### config.mk
export PLATFORM = sky130hd
export DESIGN_NAME = can_bit_timer
export DESIGN_NICKNAME = d
export VERILOG_FILES = /design/src/rtl/can_bt_pkg.sv /design/src/rtl/can_bt_regs.sv /design/src/rtl/can_bt_prescaler.sv /design/src/rtl/can_bt_segment.sv /design/src/rtl/can_bit_timer.sv
export SDC_FILE = /design/constraint.sdc
export NUM_CORES = 1
export LEC_CHECK = 0
export ABC_AREA = 1
export ABC_CLOCK_PERIOD_IN_PS = 5100
export BUFFER_PORTS_ARGS = -buffer_cell sky130_fd_sc_hd__buf_2
export CAP_MARGIN = 20
export CORE_AREA = 2 2 92 94
export CTS_BUF_LIST = sky130_fd_sc_hd__clkbuf_8
export CTS_CLUSTER_DIAMETER = 120
export DETAILED_ROUTE_END_ITERATION = 16
export DIE_AREA = 0 0 94 96
export PLACE_DENSITY = 0.7
export SLEW_MARGIN = 20
export SYNTH_ARGS = -nofsm -noshare
export SYNTH_HDL_FRONTEND = slang
export SYNTH_SLANG_ARGS = --single-unit
### constraint.sdc
create_clock -name clk_i -period 5.1 [get_ports clk_i]
set_clock_uncertainty 0.2 [all_clocks]
set_input_delay 0.255 -clock clk_i [delete_from_list [all_inputs] [get_ports clk_i]]
set_output_delay 0.255 -clock clk_i [all_outputs]
set_load 0.01 [all_outputs]
### src/rtl/can_bt_pkg.sv
package can_bt_pkg;
  localparam int DATA_W    = 16;
  localparam int BRP_LO_W  = 6;
  localparam int BRP_HI_W  = 4;
  localparam int BRP_W     = BRP_LO_W + BRP_HI_W;
  localparam int SJW_W     = 2;
  localparam int TS1_W     = 4;
  localparam int TS2_W     = 3;
  localparam int TIM_W     = BRP_LO_W + SJW_W + TS1_W + TS2_W;
  localparam int SJW_LSB   = BRP_LO_W;
  localparam int TS1_LSB   = SJW_LSB + SJW_W;
  localparam int TS2_LSB   = TS1_LSB + TS1_W;
  localparam int TS1_MIN   = 2;
  localparam int SJW_LW    = SJW_W + 1;
  localparam int SEG1_LW   = TS1_W + 1;
  localparam int SEG2_LW   = TS2_W + 1;
  localparam int QCNT_W    = SEG1_LW + 1;

  typedef enum logic [1:0] {PH_SYNC, PH_SEG1, PH_SEG2} phase_e;

  typedef struct packed {
    logic [BRP_W-1:0]   brp;
    logic [SJW_LW-1:0]  sjw_len;
    logic [SEG1_LW-1:0] seg1_len;
    logic [SEG2_LW-1:0] seg2_len;
  } bt_cfg_t;
endpackage

### src/rtl/can_bt_regs.sv
module can_bt_regs
  import can_bt_pkg::*;
#(
  parameter logic [TIM_W-1:0] RST_TIMING = TIM_W'(16'h2300)
) (
  input  logic                clk_i,
  input  logic                rst_ni,
  input  logic                init_i,
  input  logic                cfg_en_i,
  input  logic                wr_timing_i,
  input  logic                wr_ext_i,
  input  logic [DATA_W-1:0]   wr_data_i,
  output logic [TIM_W-1:0]    timing_q_o,
  output logic [BRP_HI_W-1:0] ext_q_o,
  output bt_cfg_t             cfg_o
);
  logic               unlocked;
  logic [SEG1_LW-1:0] seg1_raw;

  assign unlocked = init_i & cfg_en_i;

  always_ff @(posedge clk_i or negedge rst_ni) begin
    if (!rst_ni) begin
      timing_q_o <= RST_TIMING;
      ext_q_o    <= '0;
    end else if (unlocked) begin
      if (wr_timing_i) timing_q_o <= wr_data_i[TIM_W-1:0];
      if (wr_ext_i)    ext_q_o    <= wr_data_i[BRP_HI_W-1:0];
    end
  end

  // fields are stored minus one
  assign seg1_raw = SEG1_LW'(timing_q_o[TS1_LSB +: TS1_W]) + SEG1_LW'(1);

  always_comb begin
    cfg_o.brp      = {ext_q_o, timing_q_o[BRP_LO_W-1:0]};
    cfg_o.sjw_len  = SJW_LW'(timing_q_o[SJW_LSB +: SJW_W]) + SJW_LW'(1);
    cfg_o.seg1_len = (seg1_raw < SEG1_LW'(TS1_MIN)) ? SEG1_LW'(TS1_MIN) : seg1_raw;
    cfg_o.seg2_len = SEG2_LW'(timing_q_o[TS2_LSB +: TS2_W]) + SEG2_LW'(1);
  end
endmodule

### src/rtl/can_bt_prescaler.sv
module can_bt_prescaler
  import can_bt_pkg::*;
(
  input  logic             clk_i,
  input  logic             rst_ni,
  input  logic             run_i,
  input  logic [BRP_W-1:0] brp_i,
  output logic             tick_o
);
  logic [BRP_W-1:0] cnt_q;

  assign tick_o = run_i && (cnt_q == brp_i);

  always_ff @(posedge clk_i or negedge rst_ni) begin
    if (!rst_ni)                cnt_q <= '0;
    else if (!run_i || tick_o)  cnt_q <= '0;
    else                        cnt_q <= cnt_q + BRP_W'(1);
  end
endmodule

### src/rtl/can_bt_segment.sv
module can_bt_segment
  import can_bt_pkg::*;
(
  input  logic    clk_i,
  input  logic    rst_ni,
  input  logic    run_i,
  input  logic    tick_i,
  input  logic    edge_i,
  input  bt_cfg_t cfg_i,
  output logic    sample_o,
  output logic    tx_point_o
);
  phase_e             phase_q, phase_d;
  logic [QCNT_W-1:0]  qcnt_q, qcnt_d;
  logic [SJW_LW-1:0]  adj_q, adj_d;
  logic               done_q, done_d;

  logic [QCNT_W-1:0]  sjw_l, seg1_l, seg2_l, q_inc, rem_m1, adj_new, adj_now;
  logic               accept, seg1_end, seg2_end, bit_end, step;

  assign sjw_l  = QCNT_W'(cfg_i.sjw_len);
  assign seg1_l = QCNT_W'(cfg_i.seg1_len);
  assign seg2_l = QCNT_W'(cfg_i.seg2_len);
  assign q_inc  = qcnt_q + QCNT_W'(1);
  assign rem_m1 = seg2_l - QCNT_W'(1) - qcnt_q;

  // one resync per bit
  assign accept = run_i && edge_i && !done_q;

  always_comb begin
    unique case (phase_q)
      PH_SEG1: adj_new = (sjw_l < q_inc)  ? sjw_l : q_inc;
      PH_SEG2: adj_new = (sjw_l < rem_m1) ? sjw_l : rem_m1;
      default: adj_new = '0;
    endcase
  end

  // an edge takes effect in its own cycle, also when a tick coincides
  assign adj_now  = accept ? adj_new : QCNT_W'(adj_q);
  assign seg1_end = (qcnt_q == seg1_l - QCNT_W'(1) + adj_now);
  assign seg2_end = (qcnt_q == seg2_l - QCNT_W'(1) - adj_now);

  assign tx_point_o = tick_i && (phase_q == PH_SYNC);
  assign sample_o   = tick_i && (phase_q == PH_SEG1) && seg1_end;
  assign bit_end    = tick_i && (phase_q == PH_SEG2) && seg2_end;
  assign step       = tx_point_o || sample_o || bit_end;

  always_comb begin
    phase_d = phase_q;
    unique case (phase_q)
      PH_SYNC: if (tx_point_o) phase_d = PH_SEG1;
      PH_SEG1: if (sample_o)   phase_d = PH_SEG2;
      PH_SEG2: if (bit_end)    phase_d = PH_SYNC;
      default:                 phase_d = PH_SYNC;
    endcase
    if (step)        qcnt_d = '0;
    else if (tick_i) qcnt_d = q_inc;
    else             qcnt_d = qcnt_q;
    adj_d  = step ? '0 : SJW_LW'(adj_now);
    done_d = bit_end ? 1'b0 : (done_q | accept);
  end

  always_ff @(posedge clk_i or negedge rst_ni) begin
    if (!rst_ni) begin
      phase_q <= PH_SYNC;
      qcnt_q  <= '0;
      adj_q   <= '0;
      done_q  <= 1'b0;
    end else if (!run_i) begin
      phase_q <= PH_SYNC;
      qcnt_q  <= '0;
      adj_q   <= '0;
      done_q  <= 1'b0;
    end else begin
      phase_q <= phase_d;
      qcnt_q  <= qcnt_d;
      adj_q   <= adj_d;
      done_q  <= done_d;
    end
  end
endmodule

### src/rtl/can_bit_timer.sv
module can_bit_timer
  import can_bt_pkg::*;
(
  input  logic        clk_i,
  input  logic        rst_ni,
  input  logic        init_i,
  input  logic        cfg_en_i,
  input  logic        wr_timing_i,
  input  logic        wr_ext_i,
  input  logic [15:0] wr_data_i,
  input  logic        rx_edge_i,
  output logic [15:0] timing_o,
  output logic [3:0]  ext_o,
  output logic        tq_tick_o,
  output logic        sample_o,
  output logic        tx_point_o
);
  logic [TIM_W-1:0]    timing_q;
  logic [BRP_HI_W-1:0] ext_q;
  bt_cfg_t             cfg;
  logic                run;
  logic                tick;

  assign run = ~init_i;

  can_bt_regs u_regs (
    .clk_i       (clk_i),
    .rst_ni      (rst_ni),
    .init_i      (init_i),
    .cfg_en_i    (cfg_en_i),
    .wr_timing_i (wr_timing_i),
    .wr_ext_i    (wr_ext_i),
    .wr_data_i   (wr_data_i),
    .timing_q_o  (timing_q),
    .ext_q_o     (ext_q),
    .cfg_o       (cfg)
  );

  can_bt_prescaler u_presc (
    .clk_i  (clk_i),
    .rst_ni (rst_ni),
    .run_i  (run),
    .brp_i  (cfg.brp),
    .tick_o (tick)
  );

  can_bt_segment u_seg (
    .clk_i      (clk_i),
    .rst_ni     (rst_ni),
    .run_i      (run),
    .tick_i     (tick),
    .edge_i     (rx_edge_i),
    .cfg_i      (cfg),
    .sample_o   (sample_o),
    .tx_point_o (tx_point_o)
  );

  assign timing_o  = {{(DATA_W-TIM_W){1'b0}}, timing_q};
  assign ext_o     = ext_q;
  assign tq_tick_o = tick;
endmodule

### Word-level counts from Yosys, hierarchy flattened

Index checks and enable logic that the tools add are counted.

| storage, ports and cells | value |
|---|---|
| flip-flop bits (word level) | 41 |
| bits of input ports | 23 |
| output and inout bits | 23 |

| cells by class | value |
|---|---|
| add/sub/neg operators | 10 |
| order comparisons | 3 |
| equality and inequality tests | 8 |
| mux-type cells | 18 |
| bitwise operators | 3 |
| reduce and logical (&&, ||, !) cells | 17 |

Operators by type and width:

| operator | count |
|---|---|
| $mux 6 | 6 |
| $eq 6x6->1 | 2 |
| $lt 3x6->1 | 2 |
| $pmux 6 s2 | 1 |
| $sub 6x6->6 | 2 |
| $add 10x1->10 const B | 1 |
| $eq 10x10->1 | 1 |
| $mux 10 | 1 |
| $ne 3x2->1 const B | 3 |
| $logic_and 1x1->1 | 8 |
| $mux 2 | 4 |
| $add 6x1->6 const B | 1 |
| $add 6x6->6 | 1 |
| $mux 3 | 2 |
| $pmux 2 s3 | 1 |
| $sub 5x1->6 const B | 1 |
| $add 4x1->5 const B | 1 |
| $lt 5x2->1 const B | 1 |
| $mux 5 | 1 |
| $sub 4x1->5 const B | 1 |
| $add 3x1->4 const B | 1 |
| $reduce_and 2->1 | 2 |
| $add 2x1->3 const B | 1 |
| $logic_or 1x1->1 | 3 |
| other kinds (10) | 11 |

### Logic depth before layout (Yosys ltp)

| logic depth | value |
|---|---|
| word-level depth | 14 |
| depth in mapped cells | 33 |
| gate-level depth less buffers | 32 |

### Modules after synthesis

From an unflattened synthesis, not the netlist that was laid out.

| second synthesis, totals | value |
|---|---|
| cell total of the unflattened synthesis | 511 |
| area total of the unflattened synthesis | 3722.3 µm² |

By module, submodules not included:

| module | instances | cells each | area an instance (µm²) | sequential area each (µm²) |
|---|---|---|---|---|
| can_bt_segment | 1 | 298 | 2011.9 | 300.3 |
| can_bt_regs | 1 | 108 | 1011.0 | 479.2 |
| can_bt_prescaler | 1 | 102 | 684.4 | 250.2 |
| can_bit_timer | 1 | 3 | 15.0 | 0.0 |

### Worst setup path before layout

No wires, ideal clock.

| path | value |
|---|---|
| path kind | reg2reg |
| start point | reg u_regs.timing_q_o[13] |
| end point | reg u_seg.qcnt_q[4] |
| setup time | 118 ps |
| arrival | 3960 ps |
| setup slack | 821 ps |
| cell stages (with the launch flop) | 29 |
| cells stage by stage | dfstp_2 -> inv_1 -> fa_1 -> ha_1 -> o21ai_0 -> nand2_1 -> nand2_1 -> nand2_1 -> nand3_2 -> nand2_1 -> nand3_1 -> nand2_1 -> nand2_1 -> nand2_1 -> inv_1 -> ha_1 -> inv_1 -> ha_1 -> inv_1 -> fa_1 -> xnor2_1 -> nor2_1 -> nand2_1 -> nor2_1 -> nand4_2 -> nor2_2 -> nor2_2 -> nand4_1 -> nand2_1 |

| on the way | value |
|---|---|
| word-level cells in the longest chain between the ends | 14 |
| elaborated cells between the ends (all ways) | 18 |
| those cells by class | add/sub: 5; order compare: 1; eq/ne: 2; mux: 5; reduce/logical: 5 |

RTL lines:

| item | RTL line | text |
|---|---|---|
| start, declared | can_bt_regs.sv:13 | `output logic [TIM_W-1:0] timing_q_o,` |
| start signal, assigned | can_bt_regs.sv:27 | `if (wr_timing_i) timing_q_o <= wr_data_i[TIM_W-1:0];` |
| $add 3x1->4 (*) | can_bt_regs.sv:39 | `cfg_o.seg2_len = SEG2_LW'(timing_q_o[TS2_LSB +: TS2_W]) + SEG2_LW'(1);` |
| $sub 4x1->5 (*) | can_bt_segment.sv:25 | `assign rem_m1 = seg2_l - QCNT_W'(1) - qcnt_q;` |
| $sub 6x6->6 (*) | can_bt_segment.sv:25 |  |
| $lt 3x6->1 | can_bt_segment.sv:33 | `PH_SEG2: adj_new = (sjw_l < rem_m1) ? sjw_l : rem_m1;` |
| $mux 6 (*) | can_bt_segment.sv:33 |  |
| $pmux 6 s2 (*) | can_bt_segment.sv:31 | `unique case (phase_q)` |
| $mux 6 (*) | can_bt_segment.sv:39 | `assign adj_now = accept ? adj_new : QCNT_W'(adj_q);` |
| $add 6x6->6 (*) | can_bt_segment.sv:40 | `assign seg1_end = (qcnt_q == seg1_l - QCNT_W'(1) + adj_now);` |
| $eq 6x6->1 (*) | can_bt_segment.sv:40 |  |
| $logic_and 1x1->1 (*) | can_bt_segment.sv:44 | `assign sample_o = tick_i && (phase_q == PH_SEG1) && seg1_end;` |
| net sample_o | can_bit_timer.sv:15 | `output logic sample_o,` |
| $logic_or 1x1->1 (*) (2 in series) | can_bt_segment.sv:46 | `assign step = tx_point_o \|\| sample_o \|\| bit_end;` |
| $mux 6 | can_bt_segment.sv:56 | `if (step) qcnt_d = '0;` |
| $mux 6 | can_bt_segment.sv:69 | `end else if (!run_i) begin` |
| end signal, assigned | can_bt_segment.sv:76 | `qcnt_q <= qcnt_d;` |
| end, declared | can_bt_segment.sv:14 | `logic [QCNT_W-1:0] qcnt_q, qcnt_d;` |

Mark *: on every way through the listed nets, which the timed path passes. The rest lies on a longest branch.
A chain may end at the register's enable or synchronous reset.

### Final worst setup path

| path | value |
|---|---|
| start point | reg u_seg.qcnt_q[0] |
| end point | out sample_o |

| on the way | value |
|---|---|
| word-level cells in the longest chain between the ends | 8 |
| elaborated cells between the ends (all ways) | 11 |
| those cells by class | add/sub: 3; order compare: 2; eq/ne: 1; mux: 4; reduce/logical: 1 |

RTL lines:

| item | RTL line |
|---|---|
| $sub 6x6->6 or $add 6x1->6 (tied branches) | can_bt_segment.sv:25, can_bt_segment.sv:24 |
| $lt 3x6->1, on equally long branches | can_bt_segment.sv:33, can_bt_segment.sv:32 |
| $mux 6, on equally long branches | can_bt_segment.sv:33, can_bt_segment.sv:32 |
| $pmux 6 s2 | can_bt_segment.sv:31 |
| $mux 6 | can_bt_segment.sv:39 |
| $add 6x6->6 | can_bt_segment.sv:40 |
| $eq 6x6->1 (*) | can_bt_segment.sv:40 |
| $logic_and 1x1->1 (*) | can_bt_segment.sv:44 |
| end, declared | can_bit_timer.sv:15 |

Mark *: on every way between the ends. The rest lies on a longest branch, timed or not.

==> key figures <==
Clocking
  – Clock H-tree levels: 2
  – Root buffer selected by CTS: clkbuf_8
  – Clock transition at the register clock pins on the worst setup and hold paths after CTS: 90 ps
  – Maximum clock path buffer count: 2
  – Total CTS buffers: 5
  – Clock insertion delay at the later pin of the skew report: 300 ps
  – TritonCTS sink count: 41
  – CTS tree: yes

Critical path
  – Top fanout value on the critical path: 4
  – Reg2reg start: u_seg.qcnt_q[0]$_DFFE_PN0P_
  – Arrival time at the worst endpoint: 4370 ps
  – Kind of launch point of the worst setup path: flop
  – Endpoint of the most critical register-to-register path: u_seg.adj_q[0]$_DFF_PN0_
  – Worst-case register-to-register setup slack: 440 ps
  – Start-to-end type of the worst setup path: flop to output port
  – Family with the most delay on the worst path: adder cells
  – Critical path buffers and inverters: 4
  – Worst path max stage delay: 450 ps
  – Setup crit end kind: output port
  – Reg2reg path depth: 28
  – Most Frequent Cell on Critical Path: nand2_1
  – Worst path slowest cell: fa_1
  – Data required time at the worst endpoint: 4640 ps

Power and ir drop
  – Sequential power share: 34.2%
  – Leak Pwr: 0.00197 uW
  – Peak VDD IR: 0.147 mV
  – P_sw: 443 uW
  – Internal portion of total power: 715 uW
  – Logic pwr share: 42.1%
  – Clock Power Share: 23.7%
  – Switching power share of the total: 38.2%
  – PD cells: 305 mW/mm^2

Drt
  – DRC errors left: 0
  – Met3 wire len: 266 um
  – Via total after detailed routing: 2,823
  – Final routed wire length divided by cell count: 12.7 um
  – Residual antenna-violating net count after detailed routing: 0
  – Final routed wirelength across all metal layers: 7.42 mm
  – Vias per cell: 4.83
  – DR iter-0 viols: 100
  – Detailed route wirelength on metal2: 3.81 mm
  – Length of routed wiring on met1: 3.22 mm
  – Router iterations before antenna repair: 4
  – Top Layer Used: met4

STA
  – Number of hold-slack violations in the final timing report: 0
  – Hold Worst Slack: 5.79 ps
  – Transition time at the pin with the least slew margin: 961 ps
  – Post-layout min period: 4830 ps
  – Setup repair after global routing missed its margin: no
  – Final setup fails: 0
  – Final cycle utilization of the critical path: 94.7%
  – Upper clock frequency limit: 207 MHz
  – Max-slew violations: 0
  – Tightest slew margin relative to the limit: 35.9%
  – Setup Total Neg Slack: 0 ps

GRT
  – GR Util All Layers: 17.6%
  – GR Overflow Total: 0
  – Number of global-route vias before repair: 2,807
  – Wire length of the first global-routing pass: 12.6 mm
  – Pin count of the biggest net entering global routing: 42
  – Number of antenna violations at the first check in global routing: 0

Min path
  – Destination of the worst hold path: u_regs.timing_q_o[12]$_DFFE_PN0P_
  – Number of instances on the worst hold path: 3
  – Hold crit path type: primary input to flop
  – Min-Delay Startpoint: wr_data_i[12]

Place
  – Total placed cells including tap cells: 559
  – Final RePlAce weighted congestion: 0.877
  – Quantity of I/O buffers inserted on ports: 43
  – Detail Placement HPWL: 5.56 mm
  – Standard cell area after detailed placement: 0.00348 sq mm

Synth
  – Mean instance size in the synthesized netlist: 7.61 sq um
  – Primary flip-flop cell chosen by synthesis mapping: dfrtp_1
  – Post-synth top area share: 30.1%
  – Netlist area before placement: 0.00316 sq mm
  – Leading area contributor after synthesis: dfrtp_1
  – Post-synthesis cell count: 416
  – Unique masters post-synth: 39
  – Share of flip-flops with an asynchronous set or reset: 100%
  – Synth top cells by count: nand2_1 (97), inv_1 (62), dfrtp_1 (38)
  – Sequential area share after synthesis: 32.5%
  – Count leader, synth: nand2_1
  – Flip-flop and latch count after synthesis: 41
  – Synthesis warning total: 0
  – Biggest area contributors in the synthesized netlist: dfrtp_1 (30%), nand2_1 (12%), ha_1 (11%)
  – Number of synthesized flops with an enable pin: 0

Finish
  – Share of the core filled with cells in the final layout: 47.1%
  – Share of layout cells above drive strength 1: 22.3%
  – Area taken by flip-flops and latches: 0.00103 sq mm
  – Area of the multi-input gates: 0.00186 sq mm
  – FILL cells: 808
  – Final instance area: 0.00379 sq mm
  – Ant. Diodes: 0
  – Post-route insts no fill: 585
  – Area Overhead vs Synth: 19.9%
  – Net count of the finished layout: 532

Floorplanning
  – Count of pins on the block boundary: 46
  – Vert. Die Dim: 96 um
  – Die ar.: 0.00902 sq mm
  – Effective utilization at floorplan: 39.3%
  – Floorplan core area: 0.00805 sq mm
  – Number of core rows: 33
  – Die Span X: 94 um

Outcome
  – Status: complete, no violations

Flow run
  – Number of maximum-capacitance violations: 0
==> metal layers <==
layer / vias up / GRT usage, %
met3: 8 / 2.35
met5: - / 0
met2: 57 / 32.7
met4: 0 / 5.07
li1: 1456 / -
met1: 1302 / 21.3
==> power groups by stage <==
stage / Combinational (uW) / Sequential, uW / Clock, uW
6_report: 488 / 396 / 274
5_1_grt: 561 / 403 / 295
4_1_cts: 476 / 397 / 284
3_5_place_dp: 465 / 403 / 0
3_3_place_gp: 443 / 401 / 0
2_1_floorplan: 337 / 409 / 0
==> stage by stage <==
stage          power (uW)  worst slack [ps]
6_report             1160               270
5_1_grt              1260              2.64
4_1_cts              1160              6.72
3_5_place_dp          868               312
3_3_place_gp          845               465
2_1_floorplan         746               821
==> cells in the final DEF (no fill, tap or decap), types with 3 or more instances in the layout <==
master / n
a21oi_1: 18
buf_2: 42
buf_4: 8
clkbuf_8: 5
conb_1: 3
dfrtp_1: 37
dfstp_2: 3
dlygate4sd3_1: 11
fa_1: 3
ha_1: 25
inv_1: 60
inv_2: 6
mux2_2: 8
nand2_1: 95
nand2_2: 5
nand3_1: 32
nand3_2: 5
nand4_1: 14
nor2_1: 27
nor2_2: 7
nor2_4: 4
o21ai_0: 18
or2_1: 3
xnor2_1: 6
xor2_1: 8
==> logic make-up after synthesis <==
kind of cell,synth area share (%)
mux,2.85
other cells,0.237
xor+xnor,3.88
fa+ha+maj,12.6
simple gates,30.1
buf+inv,9.69
flops,32.5
compound gates,8.15
==> state kept, by name, indices dropped and copies added (netlist names) <==
name / cells
u_regs.timing_q_o: 15
u_presc.cnt_q: 10
u_seg.qcnt_q: 6
u_regs.ext_q_o: 4
u_seg.adj_q: 3
u_seg.phase_q: 2
u_seg.done_q: 1
==> area by class of cell <==
class,instances,share of cell area (%)
tap,105,3.46
timing repair buffer,63,10.6
inverter,67,6.70
multi-input combinational,301,49.0
sequential,41,27.2
clock buffer,5,1.81
clock inverter,3,1.22
==> repair_timing <==
action | CTS | global route
setup endpoints to repair | 1 | 6
buffers inserted | 0 | 6
endpoints found under the hold margin | 48 | 0
hold buffers | 11 | 0
pin swaps | 0 | 5
resized for setup | 1 | 11
==> how the worst max path moves through the flow <==
stage | cells after the start | startpoint | to
after floorplan | 28 | u_regs.timing_q_o[13]$_DFFE_PN1P_ | u_seg.qcnt_q[4]$_DFFE_PN0P_
after global placement | 22 | u_regs.timing_q_o[13]$_DFFE_PN1P_ | u_seg.phase_q[0]$_DFFE_PN0P_
after detailed placement | 22 | u_regs.timing_q_o[13]$_DFFE_PN1P_ | u_seg.phase_q[1]$_DFFE_PN0P_
after CTS | 26 | u_regs.timing_q_o[13]$_DFFE_PN1P_ | sample_o
after global routing | 27 | u_regs.timing_q_o[12]$_DFFE_PN0P_ | sample_o
final | 25 | u_seg.qcnt_q[0]$_DFFE_PN0P_ | sample_o
==> worst register-to-register path, delay by kind of cell, from the launching register on <==
family / cells / cell delay (ps)
adder cells (fa/ha/maj): 6 / 1870
AND/OR/NAND/NOR: 15 / 1340
flip-flops: 1 / 420
buffers and inverters: 4 / 320
XOR/XNOR: 2 / 300
AO/OA/AOI/OAI: 1 / 140
(Power assumes the default switching activity.)
